File: config.mk
export PLATFORM = sky130hd
export DESIGN_NAME = xlat_window_translator
export DESIGN_NICKNAME = d
export VERILOG_FILES = /design/src/rtl/xlat_win_pkg.sv /design/src/rtl/xlat_win_bank.sv /design/src/rtl/xlat_win_match.sv /design/src/rtl/xlat_win_pick.sv /design/src/rtl/xlat_window_translator.sv
export SDC_FILE = /design/constraint.sdc
export NUM_CORES = 2
export LEC_CHECK = 0
export BUFFER_PORTS_ARGS = -buffer_cell sky130_fd_sc_hd__buf_2
export CORE_UTILIZATION = 65
export DETAILED_ROUTE_END_ITERATION = 8
export GPL_TIMING_DRIVEN = 1
export PLACE_DENSITY = 0.93
export SKIP_LAST_GASP = 1
export SLEW_MARGIN = 40
export SYNTH_ARGS = -nofsm -noshare
export SYNTH_HDL_FRONTEND = slang
export SYNTH_SLANG_ARGS = --single-unit
File: constraint.sdc
create_clock -name clk -period 9.8 [get_ports clk]
set_input_delay 2.94 -clock clk [delete_from_list [all_inputs] [get_ports clk]]
set_output_delay 2.94 -clock clk [all_outputs]
set_load 0.005 [all_outputs]
File: src/rtl/xlat_win_pkg.sv
package xlat_win_pkg;

    localparam int ADDR_W  = 64;
    localparam int FLAGS_W = 32;
    localparam int SEL_W   = 3;

    typedef logic [ADDR_W-1:0]  addr_t;
    typedef logic [FLAGS_W-1:0] flags_t;
    typedef logic [ADDR_W:0]    wide_t;

    typedef enum logic [SEL_W-1:0] {
        FLD_FLAGS     = 3'd0,
        FLD_PCI_BASE  = 3'd1,
        FLD_PHYS_BASE = 3'd2,
        FLD_SIZE      = 3'd3,
        FLD_ENABLE    = 3'd4
    } fld_e;

    localparam logic [1:0] SPACE_IO = 2'b01;
    localparam int SPACE_HI = 25;
    localparam int SPACE_LO = 24;

    typedef struct packed {
        logic   en;
        flags_t flags;
        addr_t  pci_base;
        addr_t  phys_base;
        addr_t  size;
    } win_t;

    typedef struct packed {
        logic  is_mem;
        addr_t addr;
        addr_t size;
    } req_t;

    function automatic logic space_ok(input flags_t f, input logic is_mem);
        if (is_mem)
            return f[SPACE_HI];
        return f[SPACE_HI:SPACE_LO] == SPACE_IO;
    endfunction

    function automatic logic range_ok(input win_t w, input req_t r);
        wide_t r_end;
        wide_t w_end;
        r_end = {1'b0, r.addr} + {1'b0, r.size};
        w_end = {1'b0, w.pci_base} + {1'b0, w.size};
        return (r.addr >= w.pci_base) && (r_end <= w_end);
    endfunction

    function automatic addr_t translate(input win_t w, input addr_t a);
        return a - w.pci_base + w.phys_base;
    endfunction

endpackage

File: src/rtl/xlat_win_bank.sv
module xlat_win_bank
    import xlat_win_pkg::*;
#(
    parameter int NUM_WIN = 4,
    localparam int IDX_W = (NUM_WIN > 1) ? $clog2(NUM_WIN) : 1
) (
    input  logic             clk,
    input  logic             rst,
    input  logic             wr_en,
    input  logic [IDX_W-1:0] wr_idx,
    input  logic [SEL_W-1:0] wr_sel,
    input  addr_t            wr_data,
    output win_t             wins [NUM_WIN]
);

    for (genvar i = 0; i < NUM_WIN; i++) begin : g_win
        win_t w_q;

        always_ff @(posedge clk) begin
            if (rst) begin
                w_q <= '0;
            end else if (wr_en && wr_idx == IDX_W'(i)) begin
                case (wr_sel)
                    FLD_FLAGS:     w_q.flags     <= wr_data[FLAGS_W-1:0];
                    FLD_PCI_BASE:  w_q.pci_base  <= wr_data;
                    FLD_PHYS_BASE: w_q.phys_base <= wr_data;
                    FLD_SIZE:      w_q.size      <= wr_data;
                    FLD_ENABLE:    w_q.en        <= wr_data[0];
                    default:       ;
                endcase
            end
        end

        assign wins[i] = w_q;
    end

endmodule

File: src/rtl/xlat_win_match.sv
module xlat_win_match
    import xlat_win_pkg::*;
(
    input  win_t  win,
    input  req_t  req,
    output logic  hit,
    output addr_t xaddr
);

    logic sp_hit;
    logic rg_hit;

    always_comb begin
        sp_hit = space_ok(win.flags, req.is_mem);
        rg_hit = range_ok(win, req);
        hit    = win.en && sp_hit && rg_hit;
        xaddr  = translate(win, req.addr);
    end

endmodule

File: src/rtl/xlat_win_pick.sv
module xlat_win_pick
    import xlat_win_pkg::*;
#(
    parameter int NUM_WIN = 4,
    localparam int IDX_W = (NUM_WIN > 1) ? $clog2(NUM_WIN) : 1
) (
    input  logic [NUM_WIN-1:0] hits,
    input  addr_t              xaddrs [NUM_WIN],
    output logic               any_hit,
    output logic [IDX_W-1:0]   sel_idx,
    output addr_t              sel_addr
);

    always_comb begin
        any_hit  = 1'b0;
        sel_idx  = '0;
        sel_addr = '0;
        for (int i = NUM_WIN - 1; i >= 0; i--) begin
            if (hits[i]) begin
                any_hit  = 1'b1;
                sel_idx  = IDX_W'(i);
                sel_addr = xaddrs[i];
            end
        end
    end

endmodule

File: src/rtl/xlat_window_translator.sv
module xlat_window_translator
    import xlat_win_pkg::*;
#(
    parameter int NUM_WIN = 4,
    localparam int IDX_W = (NUM_WIN > 1) ? $clog2(NUM_WIN) : 1
) (
    input  logic             clk,
    input  logic             rst,
    input  logic             wr_en,
    input  logic [IDX_W-1:0] wr_idx,
    input  logic [2:0]       wr_sel,
    input  logic [63:0]      wr_data,
    input  logic             req_valid,
    input  logic             req_is_mem,
    input  logic [63:0]      req_addr,
    input  logic [63:0]      req_size,
    output logic             rsp_valid,
    output logic             rsp_hit,
    output logic [63:0]      rsp_addr,
    output logic [IDX_W-1:0] rsp_win
);

    win_t               wins   [NUM_WIN];
    addr_t              xaddrs [NUM_WIN];
    logic [NUM_WIN-1:0] win_hit;
    req_t               req;
    logic               any_hit;
    logic [IDX_W-1:0]   pick_idx;
    addr_t              pick_addr;

    assign req = '{is_mem: req_is_mem, addr: req_addr, size: req_size};

    xlat_win_bank #(.NUM_WIN(NUM_WIN)) u_bank (
        .clk     (clk),
        .rst     (rst),
        .wr_en   (wr_en),
        .wr_idx  (wr_idx),
        .wr_sel  (wr_sel),
        .wr_data (wr_data),
        .wins    (wins)
    );

    for (genvar i = 0; i < NUM_WIN; i++) begin : g_match
        xlat_win_match u_match (
            .win   (wins[i]),
            .req   (req),
            .hit   (win_hit[i]),
            .xaddr (xaddrs[i])
        );
    end

    xlat_win_pick #(.NUM_WIN(NUM_WIN)) u_pick (
        .hits     (win_hit),
        .xaddrs   (xaddrs),
        .any_hit  (any_hit),
        .sel_idx  (pick_idx),
        .sel_addr (pick_addr)
    );

    always_ff @(posedge clk) begin
        if (rst) begin
            rsp_valid <= 1'b0;
            rsp_hit   <= 1'b0;
            rsp_addr  <= '0;
            rsp_win   <= '0;
        end else begin
            rsp_valid <= req_valid;
            if (req_valid) begin
                rsp_hit  <= any_hit;
                rsp_addr <= any_hit ? pick_addr : '0;
                rsp_win  <= any_hit ? pick_idx : '0;
            end
        end
    end

endmodule

Yosys cells after proc, flatten, opt, wreduce, memory -nomap -nowiden

Index checks and enable logic that the tools add are counted.
W data, S select, Z words.

Register bits after elaboration: 944
Input port bits: 202
Output and inout bits: 68
Logic and storage cells: 117

Add/subtract/negate cells: 13
$lt $le $gt $ge: 8
Eq/ne operators: 11
Multiplexer cells: 23
Reductions and logical operators: 38

Operators by type and width:

| cell                 | count |
|---|---|
| $add A64 B64 Y65     | 5 |
| $mux W64             | 5 |
| $le A65 B65 Y1       | 4 |
| $add A64 B64 Y64     | 4 |
| $ge A64 B64 Y1       | 4 |
| $sub A64 B64 Y64     | 4 |
| $reduce_and A2 Y1    | 20 |
| $logic_and A1 B1 Y1  | 16 |
| $mux W1              | 13 |
| $eq A2 B1 Y1 const B | 5 |
| $mux W2              | 5 |
| $eq A3 B2 Y1 const B | 2 |
| $eq A2 B2 Y1 const B | 2 |
| $eq A3 B1 Y1 const B | 1 |
| $eq A3 B3 Y1 const B | 1 |
| $logic_not A3 Y1     | 1 |
| $logic_not A2 Y1     | 1 |

Longest topological paths before layout

Depth in word-level cells: 9
Mapped depth: 32

Hierarchy

A second synthesis with hierarchy kept.

Cells, all modules: 12884
Area total of the unflattened synthesis: 105372.3 µm²

By module, submodules not included:

| module                               | times used | cells each | area each (µm²) | sequential area each (µm²) |
|---|---|---|---|---|
| xlat_win_bank                        | 1          | 3092       | 34874.7         | 18017.3 |
| xlat_win_match at g_match[2].u_match | 1          | 2341       | 16383.2         | 0.0 |
| xlat_win_match at g_match[0].u_match | 1          | 2306       | 16329.4         | 0.0 |
| xlat_win_match at g_match[1].u_match | 1          | 2313       | 16176.8         | 0.0 |
| xlat_win_match at g_match[3].u_match | 1          | 2297       | 16110.5         | 0.0 |
| xlat_window_translator               | 1          | 299        | 3333.2          | 1361.3 |
| xlat_win_pick                        | 1          | 236        | 2164.6          | 0.0 |

Least setup slack after synthesis

Ideal clock, no wire load.

Path kind: input port to flip-flop
Start point: in req_addr[3]
End point: reg rsp_addr[24]
Data arrival time: 8.929 ns
Data required time: 9.713 ns
Path slack: 0.784 ns
Stages: 28
Path through: ha_1 > a21oi_1 > nor2b_1 > nor4b_1 > o21ai_0 > a21bo_2 > a31oi_1 > o21ai_0 > o21ai_0 > a21oi_1 > o21a_1 > o21ai_0 > a21boi_0 > or4b_2 > o2111ai_1 > ha_1 > nand4_1 > or4_1 > nor4_1 > nor2_1 > o2bb2ai_1 > a21oi_1 > nand3_1 > nor3_1 > clkbuf_1 > clkbuf_1 > a22oi_1 > o31ai_1

Word-level cells in the longest chain between the ends: 9

Ends and longest elaborated chain:

| what                                                     | line                         | RTL |
|---|---|---|
| start: declaration                                       | xlat_window_translator.sv:15 | `input logic [63:0] req_addr,` |
| $add A64 B64 Y65                                         | xlat_win_pkg.sv:46           | `r_end = {1'b0, r.addr} + {1'b0, r.size};` |
| $le A65 B65 Y1                                           | xlat_win_pkg.sv:48           | `return (r.addr >= w.pci_base) && (r_end <= w_end);` |
| $logic_and A1 B1 Y1                                      | xlat_win_pkg.sv:48           |  |
| $logic_and A1 B1 Y1                                      | xlat_win_match.sv:16         | `hit = win.en && sp_hit && rg_hit;` |
| $mux W64 / $mux W1 (equally long branches) (4 in series) | xlat_win_pick.sv:19          | `if (hits[i]) begin` |
| $mux W64 (*)                                             | xlat_window_translator.sv:70 | `rsp_addr <= any_hit ? pick_addr : '0;` |
| end signal: assignment                                   | xlat_window_translator.sv:70 |  |
| end: declaration                                         | xlat_window_translator.sv:19 | `output logic [63:0] rsp_addr,` |

Every way passes the cells marked *; elsewhere a longest branch is shown, timed or not.
A chain may end at the register's enable or synchronous reset.

Worst setup path in the final report

Start point: in req_addr[0]
End point: reg rsp_addr[2]

The elaborated chain is that of the path after synthesis.

==> results.json <==
{
  "outcome": "finished with violations",
  "failed_checks": "design-rule violations",
  "fraction_of_layout_cells_with_a_size_suffix_above_1_pct": 8.17,
  "synth_top_family_by_area": "compound AO/OA/AOI/OAI gates",
  "finalCoreUtilization_pct": 72.6,
  "portion_of_the_clock_cycle_consumed_by_the_worst_path_in_the_final_layout_pct": 97.6,
  "post_synth_inst_count": 10800,
  "io_pins": 270,
  "finish.net_count": 12600,
  "timing.critical_path.slowest_stage_cell": "sky130_fd_sc_hd__fa_1",
  "critPathMaxStageDelay_ns": 0.41,
  "area_growth_syn_to_layout_pct": 10.4,
  "viasPerCell": 6.69,
  "timing.clock.skew_ns": 0.0431,
  "ys_types": 86,
  "synth_compound_area_share_pct": 24.5,
  "number_of_enable_flip_flop_cells_after_synthesis": 0,
  "p_per_area_nw_per_um2": 124,
  "htree_num_levels": 3,
  "wire_per_inst_um": 27.0,
  "post_synth_xor_area_fraction_pct": 5.79,
  "critical_path.max_fanout": 15,
  "cts_made_buffers": 101,
  "max-slew-margin-rel_pct": 34.0,
  "postCtsHoldBufs": 0,
  "first_global_vias": 78800,
  "final_antenna_net_count": 0,
  "dominantRegCellSynth": "sky130_fd_sc_hd__dfxtp_1",
  "finalSetupViolations": 0,
  "syn_nets": 12300,
  "tritoncts_clock_tree": "yes",
  "place_inst": 12500,
  "gp_congestion": 1.16,
  "first_pass_iters": 9,
  "reg2reg_depth": 34,
  "drt-total-wl_mm": 344,
  "avg_inst_size_synth_um2": 7.45,
  "yosys.area_share.simple_pct": 17.1,
  "worst_hold_path_type": "reg2reg",
  "layout_commonest_cell": "sky130_fd_sc_hd__nand2_1",
  "worstSetupStartpoint": "req_addr[0]",
  "required_ns": 10.48,
  "die-width_um": 353,
  "global_route_wire_length_before_repair_mm": 497,
  "setup_repair_after_global_routing_missed_its_margin": "no",
  "total_gr_overflow": 0,
  "vias": 85200,
  "yosys_warnings": 0,
  "endpoint_kind": "flip-flop",
  "rows": 128,
  "worstSkewPairLatency_ns": 0.77,
  "worst_setup_path_start_kind": "primary input",
  "period_minus_slack_ns": 9.56,
  "core_region_um2": 122000,
  "grtUsageTotal_pct": 52.9,
  "clock_sink_count": 848,
  "post_synth_instance_area_um2": 80200,
  "setup.worst_path.class": "in2reg",
  "power.static_leakage_nw": 39.1,
  "synth-async-reset-ratio_pct": 0,
  "ff2ff_setup_slack_ns": 0.88,
  "buffer_ports.inserted": 269,
  "antenna_violations_before_repair": 20,
  "layout.cells.most_common_list": "1891 x sky130_fd_sc_hd__nand2_1, 1525 x sky130_fd_sc_hd__a21oi_1, 1241 x sky130_fd_sc_hd__inv_1",
  "fill_cell_instance_count_of_the_final_layout": 9706,
  "startpoint_of_the_most_critical_register_to_register_path": "u_bank.wins[353]$_SDFFE_PP0P_",
  "start_util_pct": 65.7,
  "report.final.hold_viol_count": 0,
  "fp.dieArea_um2": 125000,
  "clk_root_buffer_cell": "sky130_fd_sc_hd__clkbuf_16",
  "combined_area_of_the_multi_input_logic_cells_um2": 57200,
  "initialDrtViolationCount": 14000,
  "synth_adder_area_share_pct": 23.4,
  "stdcell_count": 12700,
  "final_count_of_pins_violating_max_slew": 0,
  "reg2reg_to": "rsp_addr[61]$_SDFFE_PP0P_",
  "post-route-drc-count": 24,
  "post_synth_mux_area_share_pct": 0.0390,
  "synth_seq_cells": 848,
  "max_clock_freq_ghz": 0.105,
  "setup.worst_path.end": "rsp_addr[2]$_SDFFE_PP0P_",
  "max-cap-violations": 0,
  "timing_worst_slew_pin_value_ns": 0.987,
  "worst_ep_arrival_time_ns": 10.24,
  "yosysSeqAreaShare_pct": 21.2,
  "sequential_cell_area_um2": 17000,
  "hpwlAfterDp_mm": 268,
  "vertical_die_dimension_um": 353,
  "largest_net_degree_at_the_start_of_global_routing": 201,
  "clock_transition_at_the_register_clock_pins_on_the_worst_setup_and_hold_paths_after_cts_ns": 0.06,
  "cts_max_path_buffers": 3,
  "final.setup.tns_ns": 0,
  "ir_drop_v": 0.000174
}
==> cell usage after synthesis (11+ instances only) <==
cell type | n | area [um^2]
sky130_fd_sc_hd__nor4_1 | 27 | 169
sky130_fd_sc_hd__o31a_1 | 12 | 105
sky130_fd_sc_hd__nand3_1 | 163 | 816
sky130_fd_sc_hd__or2_2 | 25 | 156
sky130_fd_sc_hd__a211o_1 | 18 | 158
sky130_fd_sc_hd__and2_1 | 37 | 231
sky130_fd_sc_hd__a21boi_0 | 21 | 158
sky130_fd_sc_hd__o21a_1 | 74 | 556
sky130_fd_sc_hd__a211oi_1 | 64 | 480
sky130_fd_sc_hd__nor2b_1 | 107 | 669
sky130_fd_sc_hd__dfxtp_1 | 848 | 17000
sky130_fd_sc_hd__and3_1 | 71 | 444
sky130_fd_sc_hd__xnor2_1 | 335 | 2930
sky130_fd_sc_hd__and4_1 | 17 | 149
sky130_fd_sc_hd__a21oi_1 | 1529 | 7650
sky130_fd_sc_hd__a2111oi_0 | 21 | 184
sky130_fd_sc_hd__a22oi_1 | 40 | 300
sky130_fd_sc_hd__a21o_1 | 543 | 4080
sky130_fd_sc_hd__o21ai_0 | 439 | 2200
sky130_fd_sc_hd__o21bai_1 | 90 | 676
sky130_fd_sc_hd__nor2_1 | 321 | 1200
sky130_fd_sc_hd__nand2b_1 | 95 | 594
sky130_fd_sc_hd__a311oi_1 | 13 | 114
sky130_fd_sc_hd__a41oi_1 | 21 | 184
sky130_fd_sc_hd__nor3_1 | 91 | 455
sky130_fd_sc_hd__xor2_1 | 195 | 1710
sky130_fd_sc_hd__inv_1 | 1241 | 4660
sky130_fd_sc_hd__nand2_1 | 1904 | 7150
sky130_fd_sc_hd__clkbuf_1 | 440 | 1650
sky130_fd_sc_hd__ha_1 | 1090 | 13600
sky130_fd_sc_hd__a221oi_1 | 36 | 315
sky130_fd_sc_hd__o22ai_1 | 24 | 150
sky130_fd_sc_hd__fa_1 | 257 | 5140
sky130_fd_sc_hd__o2111ai_1 | 12 | 105
sky130_fd_sc_hd__o211ai_1 | 45 | 338
sky130_fd_sc_hd__or4_1 | 11 | 82.6
sky130_fd_sc_hd__a31oi_1 | 65 | 407
sky130_fd_sc_hd__nand4_1 | 181 | 1130
sky130_fd_sc_hd__o31ai_1 | 34 | 255
sky130_fd_sc_hd__o221ai_1 | 11 | 96.3
sky130_fd_sc_hd__or3_1 | 22 | 138
sky130_fd_sc_hd__a221o_1 | 20 | 200
sky130_fd_sc_hd__a31o_2 | 17 | 149
==> worst max-delay path, delay by kind of cell <==
kind | cells | cell delay, ns
adder cells (fa/ha/maj) | 3 | 0.98
buffers and inverters | 4 | 0.75
AO/OA/AOI/OAI | 17 | 3.89
XOR/XNOR | 1 | 0.17
AND/OR/NAND/NOR | 9 | 1.46
==> report_power, final <==
group          switching [mW]  internal [mW]
Sequential             0.0278           3.47
Clock                    1.73           2.28
Combinational            2.19           1.27
==> how the worst min path moves through the flow <==
stage                                              from                       endpoint  cells past startpoint  slack, ns
final                     u_bank.wins[342]$_SDFFE_PP0P_  u_bank.wins[342]$_SDFFE_PP0P_                      2       0.45
after global routing      u_bank.wins[791]$_SDFFE_PP0P_  u_bank.wins[791]$_SDFFE_PP0P_                      2       0.47
after CTS                 u_bank.wins[319]$_SDFFE_PP0P_  u_bank.wins[319]$_SDFFE_PP0P_                      2       0.45
after detailed placement  u_bank.wins[573]$_SDFFE_PP0P_  u_bank.wins[573]$_SDFFE_PP0P_                      2       0.45
after global placement    u_bank.wins[791]$_SDFFE_PP0P_  u_bank.wins[791]$_SDFFE_PP0P_                      2       0.44
after floorplan           u_bank.wins[449]$_SDFFE_PP0P_  u_bank.wins[449]$_SDFFE_PP0P_                      2       0.43
==> layer usage <==
layer / vias up / wire length [um] / global-route usage [%]
met5: - / 257 / 0
met4: 18 / 30800 / 37.5
met3: 1552 / 57200 / 21.1
met2: 6550 / 131000 / 72.6
met1: 39600 / 124000 / 66.9
li1: 37500 / - / -
==> stage by stage <==
stage | hold slack, ns | power, mW | cell area (um^2) | worst slack, ns
finish | 0.454 | 11.0 | 88500 | 0.236
global route | 0.466 | 11.2 | 88500 | 0.0130
CTS | 0.455 | 10.7 | 88300 | 0.0265
detailed placement | 0.446 | 6.81 | 84900 | -0.996
global placement | 0.441 | 6.75 | 84700 | -0.629
floorplan | 0.432 | 5.58 | 80200 | 0.784
==> cells by family after synthesis <==
| logic type | count (synthesis) |
|---|---|
| AO/OA/AOI/OAI | 3236 |
| adder cells (fa/ha/maj) | 1348 |
| flip-flops | 848 |
| multiplexers | 3 |
| AND/OR/NAND/NOR | 3108 |
| XOR/XNOR | 530 |
| buffers and inverters | 1694 |
==> state kept, by name, summed over array words and instances, names as in the netlist <==
register     flops
rsp_win          2
rsp_addr        64
u_bank.wins    780
rsp_valid        1
rsp_hit          1
==> final cells by class <==
class                           instances  share of cell area, %
Antenna cell                            9                 0.0254
Inverter                             1242                   5.26
Clock inverter                         43                  0.574
Tap cell                             1625                   2.30
Clock buffer                          137                   3.27
Multi-Input combinational cell       8225                   64.7
Sequential cell                       848                   19.2
Timing Repair Buffer                  612                   4.75
==> what timing repair did <==
item                       4_1_cts  5_1_grt
pin swaps                        0        1
setup buffers                    0        2
setup endpoints to repair       61       67
resized for setup                5       25
(Power assumes the default switching activity.)
